### src/rtl/pmic_seq_pkg.sv
package pmic_seq_pkg;

    typedef enum logic [1:0] {
        PST_ON    = 2'd0,
        PST_RET   = 2'd1,
        PST_SLEEP = 2'd2,
        PST_OFF   = 2'd3
    } pst_e;

    typedef enum logic [2:0] {
        SQ_AWAKE,
        SQ_ENTER,
        SQ_WAIT_DN,
        SQ_LOW,
        SQ_WAKE,
        SQ_WAIT_UP
    } sq_e;

    typedef struct packed {
        logic off;
        logic sleep;
        logic ret;
    } auto_t;

    localparam int unsigned TICK_HZ        = 32768;
    localparam int unsigned USEC_PER_S     = 1000000;
    localparam int unsigned OSC_DEFAULT_US = 10000;
    localparam int unsigned VOFFSET_US     = 488;
    localparam int unsigned CLK_DIV_MHZ    = 8;

    // ceil(us * 32768 / 1e6)
    function automatic logic [31:0] usec_to_ticks(input logic [31:0] us);
        logic [63:0] prod;
        prod = 64'(us) * 64'(TICK_HZ) + 64'(USEC_PER_S - 1);
        return 32'(prod / 64'(USEC_PER_S));
    endfunction

    function automatic logic [31:0] ramp_ticks(input logic [31:0] v_hi,
                                               input logic [31:0] v_lo,
                                               input logic [31:0] slew,
                                               input logic [31:0] mhz);
        if (v_hi <= v_lo || slew == 32'd0)
            return 32'd0;
        return ((v_hi - v_lo) / slew) * (mhz / CLK_DIV_MHZ + 32'd1);
    endfunction

endpackage

### src/rtl/pmic_setup_calc.sv
module pmic_setup_calc
    import pmic_seq_pkg::*;
#(
    parameter int V_W    = 12,
    parameter int SLEW_W = 8,
    parameter int MHZ_W  = 8,
    parameter int US_W   = 16,
    parameter int CNT_W  = 16
) (
    input  logic [V_W-1:0]    v_on,
    input  logic [V_W-1:0]    v_ret,
    input  logic [V_W-1:0]    v_off,
    input  logic [SLEW_W-1:0] slew,
    input  logic [MHZ_W-1:0]  sysclk_mhz,
    input  logic [US_W-1:0]   osc_setup_us,
    output logic [CNT_W-1:0]  ret_cnt,
    output logic [CNT_W-1:0]  offi2c_cnt,
    output logic [CNT_W-1:0]  offpin_cnt
);

    localparam logic [31:0] CNT_MAX     = 32'((64'd1 << CNT_W) - 64'd1);
    localparam logic [31:0] VOFF_TICKS  = usec_to_ticks(32'(VOFFSET_US));

    function automatic logic [CNT_W-1:0] sat(input logic [31:0] v);
        return (v > CNT_MAX) ? CNT_W'(CNT_MAX) : CNT_W'(v);
    endfunction

    logic [31:0] ret_raw, offi2c_raw, osc_us, clk_ticks, pin_raw;

    always_comb begin
        ret_raw    = ramp_ticks(32'(v_on), 32'(v_ret), 32'(slew), 32'(sysclk_mhz));
        offi2c_raw = ramp_ticks(32'(v_on), 32'(v_off), 32'(slew), 32'(sysclk_mhz));
        osc_us     = (osc_setup_us == '0) ? 32'(OSC_DEFAULT_US) : 32'(osc_setup_us);
        clk_ticks  = usec_to_ticks(osc_us);
        pin_raw    = (clk_ticks > VOFF_TICKS) ? (clk_ticks - VOFF_TICKS) : 32'd0;
        ret_cnt    = sat(ret_raw);
        offi2c_cnt = sat(offi2c_raw);
        offpin_cnt = sat(pin_raw);
    end

endmodule

### src/rtl/pmic_tick_timer.sv
module pmic_tick_timer #(
    parameter int CNT_W = 16
) (
    input  logic             clk,
    input  logic             rst,
    input  logic             load,
    input  logic [CNT_W-1:0] load_val,
    input  logic             tick,
    output logic             zero
);

    logic [CNT_W-1:0] cnt;

    always_ff @(posedge clk) begin
        if (rst)
            cnt <= '0;
        else if (load)
            cnt <= load_val;
        else if (tick && cnt != '0)
            cnt <= cnt - 1'b1;
    end

    assign zero = (cnt == '0);


    tick_hold_chk: assert property (@(posedge clk) disable iff (rst)
        (!tick && !load) |=> $stable(cnt));

endmodule

### src/rtl/pmic_sleep_seq.sv
module pmic_sleep_seq
    import pmic_seq_pkg::*;
#(
    parameter int V_W    = 12,
    parameter int SLEW_W = 8,
    parameter int MHZ_W  = 8,
    parameter int US_W   = 16,
    parameter int CNT_W  = 16
) (
    input  logic              clk,
    input  logic              rst,
    input  logic              tick_32k,
    input  logic [1:0]        req_state,
    input  logic              off_pin_sel,
    input  logic [V_W-1:0]    v_on,
    input  logic [V_W-1:0]    v_ret,
    input  logic [V_W-1:0]    v_off,
    input  logic [SLEW_W-1:0] slew,
    input  logic [MHZ_W-1:0]  sysclk_mhz,
    input  logic [US_W-1:0]   osc_setup_us,
    output logic              clkreq_o,
    output logic              offmode_n_o,
    output logic              vcmd_req_o,
    output logic [1:0]        vcmd_kind_o,
    output logic [2:0]        auto_mode_o,
    output logic              done_o
);

    logic [CNT_W-1:0] ret_cnt, offi2c_cnt, offpin_cnt;
    logic [CNT_W-1:0] sel_cnt, held_cnt, tmr_val;
    logic             tmr_load, tmr_zero;
    sq_e              state;
    pst_e             req;
    auto_t            auto_q;
    logic             use_pin, use_i2c;

    assign req = pst_e'(req_state);

    pmic_setup_calc #(
        .V_W(V_W), .SLEW_W(SLEW_W), .MHZ_W(MHZ_W), .US_W(US_W), .CNT_W(CNT_W)
    ) u_calc (
        .v_on(v_on), .v_ret(v_ret), .v_off(v_off), .slew(slew),
        .sysclk_mhz(sysclk_mhz), .osc_setup_us(osc_setup_us),
        .ret_cnt(ret_cnt), .offi2c_cnt(offi2c_cnt), .offpin_cnt(offpin_cnt)
    );

    always_comb begin
        case (req)
            PST_RET: sel_cnt = ret_cnt;
            PST_OFF: sel_cnt = off_pin_sel ? offpin_cnt : offi2c_cnt;
            default: sel_cnt = '0;
        endcase
        tmr_load = (state == SQ_AWAKE && req != PST_ON) ||
                   (state == SQ_LOW   && req == PST_ON);
        tmr_val  = (state == SQ_AWAKE) ? sel_cnt : held_cnt;
    end

    pmic_tick_timer #(.CNT_W(CNT_W)) u_tmr (
        .clk(clk), .rst(rst), .load(tmr_load), .load_val(tmr_val),
        .tick(tick_32k), .zero(tmr_zero)
    );

    always_ff @(posedge clk) begin
        if (rst) begin
            state       <= SQ_AWAKE;
            clkreq_o    <= 1'b1;
            offmode_n_o <= 1'b1;
            vcmd_req_o  <= 1'b0;
            vcmd_kind_o <= PST_ON;
            auto_q      <= '0;
            use_pin     <= 1'b0;
            use_i2c     <= 1'b0;
            held_cnt    <= '0;
        end else begin
            vcmd_req_o <= 1'b0;
            case (state)
                SQ_AWAKE: if (req != PST_ON) begin
                    state    <= SQ_ENTER;
                    clkreq_o <= 1'b0;
                    held_cnt <= sel_cnt;
                    auto_q   <= '{off: req == PST_OFF, sleep: req == PST_SLEEP,
                                  ret: req == PST_RET};
                    if (req == PST_RET || (req == PST_OFF && !off_pin_sel)) begin
                        vcmd_req_o  <= 1'b1;
                        vcmd_kind_o <= req;
                        use_i2c     <= 1'b1;
                    end
                    use_pin <= (req == PST_OFF) && off_pin_sel;
                end
                SQ_ENTER: begin
                    if (use_pin) offmode_n_o <= 1'b0;
                    state <= SQ_WAIT_DN;
                end
                SQ_WAIT_DN: if (tmr_zero) state <= SQ_LOW;
                SQ_LOW: if (req == PST_ON) begin
                    state       <= SQ_WAKE;
                    offmode_n_o <= 1'b1;
                    if (use_i2c) begin
                        vcmd_req_o  <= 1'b1;
                        vcmd_kind_o <= PST_ON;
                    end
                end
                SQ_WAKE: begin
                    clkreq_o <= 1'b1;
                    state    <= SQ_WAIT_UP;
                end
                SQ_WAIT_UP: if (tmr_zero) begin
                    state   <= SQ_AWAKE;
                    auto_q  <= '0;
                    use_pin <= 1'b0;
                    use_i2c <= 1'b0;
                end
                default: state <= SQ_AWAKE;
            endcase
        end
    end

    assign auto_mode_o = auto_q;
    assign done_o      = (state == SQ_AWAKE) || (state == SQ_LOW);


    auto_onehot_chk: assert property (@(posedge clk) disable iff (rst)
        $onehot0(auto_mode_o));


    off_pin_order_chk: assert property (@(posedge clk) disable iff (rst)
        $fell(offmode_n_o) |-> !clkreq_o);


    wake_order_chk: assert property (@(posedge clk) disable iff (rst)
        $rose(clkreq_o) |-> offmode_n_o);


    cmd_clk_dropped_chk: assert property (@(posedge clk) disable iff (rst)
        vcmd_req_o |-> !clkreq_o);


    done_after_expiry_chk: assert property (@(posedge clk) disable iff (rst)
        $rose(done_o) |-> $past(tmr_zero));

endmodule

### config.mk
export PLATFORM = sky130hd
export DESIGN_NAME = pmic_sleep_seq
export DESIGN_NICKNAME = d
export VERILOG_FILES = /design/src/rtl/pmic_seq_pkg.sv /design/src/rtl/pmic_setup_calc.sv /design/src/rtl/pmic_tick_timer.sv /design/src/rtl/pmic_sleep_seq.sv
export SDC_FILE = /design/constraint.sdc
export NUM_CORES = 2
export LEC_CHECK = 0
export BUFFER_PORTS_ARGS = -buffer_cell sky130_fd_sc_hd__buf_4
export CAP_MARGIN = 25
export CORE_MARGIN = 2
export CORE_UTILIZATION = 55
export CTS_CLUSTER_SIZE = 40
export DETAILED_ROUTE_END_ITERATION = 16
export PLACE_DENSITY_LB_ADDON = 0.1
export SLEW_MARGIN = 20
export SYNTH_ARGS = -nofsm -noshare
export SYNTH_HDL_FRONTEND = slang
export SYNTH_SLANG_ARGS = --single-unit
### constraint.sdc
create_clock -name clk -period 243.4 [get_ports clk]
set_input_delay 60.85 -clock clk [delete_from_list [all_inputs] [get_ports clk]]
set_output_delay 60.85 -clock clk [all_outputs]
set_load 0.01 [all_outputs]
==> impl_results.md <==
- Crit path max fanout: 24
- Largest net degree at the start of global routing: between 50 and 60
- Syn avg cell area: a little under 7 um2
- CP Buf/Inv Count: 25
- Core Area: approximately 100000 um2
- Total track usage: a little under a third
- Routed wire length: between 150 and 200 mm
- Post-CTS resize count: 0
- CP Capture Type: register
- Synth cell types: around 160
- Data arrival time of the worst path: between 150 and 200 ns
- Detail Route Antenna Nets: 0
- GRT Max-Usage Layer: met2
- WL per Instance: between 15 and 20 um
- Clock slew seen by the registers of the worst setup and hold paths: 0.06 ns
- Cell count after synthesis: 8270
- CP Data Required Time: between 200 and 250 ns
- Die Y: about 330 um
- WS Path Type: primary input to register
- Iter 0 DRT Violations: 4949
- Async SR Flop Fraction: 0%
- Post-synth top area cell: ha_1
- Placer's final routability congestion estimate: 0.9474
- Dpl hpwl: 142.9 mm
- Number of synthesized flops with an enable pin: 0
- Tightest Pin Transition: 1.022 ns
- NumNets Final: about 9000
- Synth area leaders: ha_1 (13%), fa_1 (7.7%), nand2_1 (6.5%)
- Clk root buf: clkbuf_16
- Synth top cells by count: nand2_1 (985), nor2_1 (820), ha_1 (584), a21oi_1 (532), inv_1 (468)
- Rows: about 120
- Synthesis warning total: 0
- DR pass1 iterations: 6
- Grt total ovfl: 0
- Num CTS Buffers: 5
- Skew-Pair Late Insertion Delay: 0.29 ns
- Register area share after synthesis: under 10%
- Via density: approximately 6.5
- Final Max Tran Viols: 0
- Most frequent CP cell: o21a_1
- Post-CTS Setup Inserts: 0
- Deepest clock path buffer count: 2
- Via count: about 62000
- Die area: around 110000 um2
- Worst Skew: around 0.0043 ns
- Worst min path class: register to register
- Sink Count: between 40 and 50
- Critical path's top delay family: compound AO/OA/AOI/OAI gates
- I/O Pins: 83
- Vias in the first global route: 57683
- Count leader, synth: nand2_1
- Overall die width: ~330 um
- Post-synth top flop: dfxtp_1
- Multi-input logic area: roughly 53000 um2
- Critical path's slowest cell: nor3_1
- Rel. slew slack: between 30% and 40%
- DR DRC count: 0
- Fin crit share: between 70% and 80%
- First-pass GRT wire length: 290.1 mm
- Met3 Use GR: 2.275%
- Hold Violations, Final: 0
- Share of cells above drive strength 1: under 10%
- Seq cells post-synth: 45
- Initial Util: 55.63%
- H-Tree Depth: 2
- Synth-to-layout area growth: 3.539%
- Fillers: 10235
- Met1 Usage GRT: 44.35%
- Max-cap violations: 0
- Post-Syn Area: 56840 um2
- Worst setup SP type: primary input
- Setup TNS: 0 ns
- Initial antenna violation count: 5
- Status: finished, final reports clean
- # port buffers: 79
- CTS tree: yes
- Setup violation total in the final timing report: 0
- RSZ-0062 raised after global routing: no
- Crit path time final: 171.54 ns
- Met2 Use GR: ~54%
- Hold buffer count at CTS: 0
- Register Area: between 900 and 1000 um2
- Critical Path Max Stage Delay: 0.76 ns
- Post-synth top area share: about 13%
- FMAX: about 6 MHz
cells in the final DEF (no fill, tap or decap), drive strengths merged, types with 34 or more instances in the layout:
| cell type | Yosys | routed |
|---|---|---|
| o211ai | 83 | 83 |
| a31oi | 109 | 109 |
| xnor2 | 297 | 297 |
| nand2b | 101 | 101 |
| a22oi | 35 | 35 |
| mux2i | 85 | 85 |
| o22ai | 46 | 46 |
| o21ai | 384 | 384 |
| nor3b | 34 | 34 |
| a211oi | 81 | 81 |
| or3 | 100 | 100 |
| nor4 | 108 | 108 |
| fa | 220 | 220 |
| ha | 584 | 584 |
| or4 | 39 | 39 |
| o31ai | 173 | 173 |
| and2 | 111 | 111 |
| or2 | 111 | 111 |
| dfxtp | 45 | 45 |
| a21o | 139 | 139 |
| nor2 | 826 | 826 |
| nor3 | 483 | 483 |
| nor2b | 81 | 81 |
| a21oi | 539 | 539 |
| buf | 93 | 153 |
| o21a | 354 | 354 |
| mux2 | 101 | 101 |
| nand3 | 218 | 218 |
| xor2 | 169 | 169 |
| o31a | 48 | 48 |
| and3 | 101 | 101 |
| inv | 471 | 467 |
| a21boi | 41 | 41 |
| nand2 | 988 | 988 |
| nand4 | 119 | 119 |
registers in the layout, summed over array words and instances (netlist names):
register     count
vcmd_req_o       1
vcmd_kind_o      2
use_i2c          1
use_pin          1
offmode_n_o      1
auto_mode_o      3
state            3
held_cnt        16
u_tmr.cnt       16
clkreq_o         1
through the flow:
| stage | setup slack [ns] | cells | utilization [%] | hold slack, ns | instance area, um2 |
|---|---|---|---|---|---|
| 6_report | 71.86 | 9549 | 57.60 | 0.4554 | 58850 |
| 5_1_grt | 62.80 | 9549 | 57.60 | 0.4809 | 58850 |
| 4_1_cts | 73.69 | 9545 | 57.58 | 0.4575 | 58830 |
| 3_5_place_dp | 73.85 | 9538 | 57.42 | 0.4489 | 58670 |
| 3_3_place_gp | 75.17 | 9538 | 57.42 | 0.4427 | 58670 |
| 2_1_floorplan | 88.29 | 8277 | - | 0.4322 | 56870 |
logic make-up after synthesis:
| kind of cell | after synthesis | share of synthesized area (%) |
|---|---|---|
| compound gates | 2464 | 30.31 |
| xor+xnor | 467 | 7.273 |
| flops | 45 | 1.585 |
| fa+ha+maj | 808 | 20.67 |
| other cells | 2 | 0.01321 |
| buf+inv | 734 | 5.146 |
| simple gates | 3564 | 31.47 |
| mux | 186 | 3.533 |
area by class of cell:
type	count	area share, %
Tap cell	1368	2.908
Sequential cell	45	1.531
Multi-Input combinational cell	7498	90.27
Clock buffer	5	0.2126
Clock inverter	2	0.05953
Antenna cell	2	0.008504
Timing Repair Buffer	155	1.981
Inverter	474	3.032
layer usage:
metal  vias up  routed length (um)
li1      30512                   -
met1     29559               81060
met2      1889               80000
met3       258               11020
met4         4                3819
met5         -                  27
worst register-to-register path, cell delays in order, from the launching register on:
cell      delay [ns]
dfxtp_1         0.36
or4_1           0.58
nor3_1          0.30
nand3_1         0.16
or4_1           0.66
nand4_1         0.19
nor4_1          0.09
nand2b_1        0.15
nor4_1          0.08
xor2_1          0.15
a21oi_1         0.16
nor2_1          0.06
worst paths after layout:
path	startpoint	end	slack (ns)	cells after the start
setup reg to reg	u_tmr.cnt[6]	u_tmr.cnt[9]	240.33	11
setup / recovery	v_on[0]	u_tmr.cnt[12]	71.86	467
hold / removal	use_pin	use_pin	0.46	2
hold reg to reg	use_pin	use_pin	0.46	2
Power is left out: the tool's default activity adds up to more than one toggle a clock period on the data nets, which glitch-free logic cannot reach.
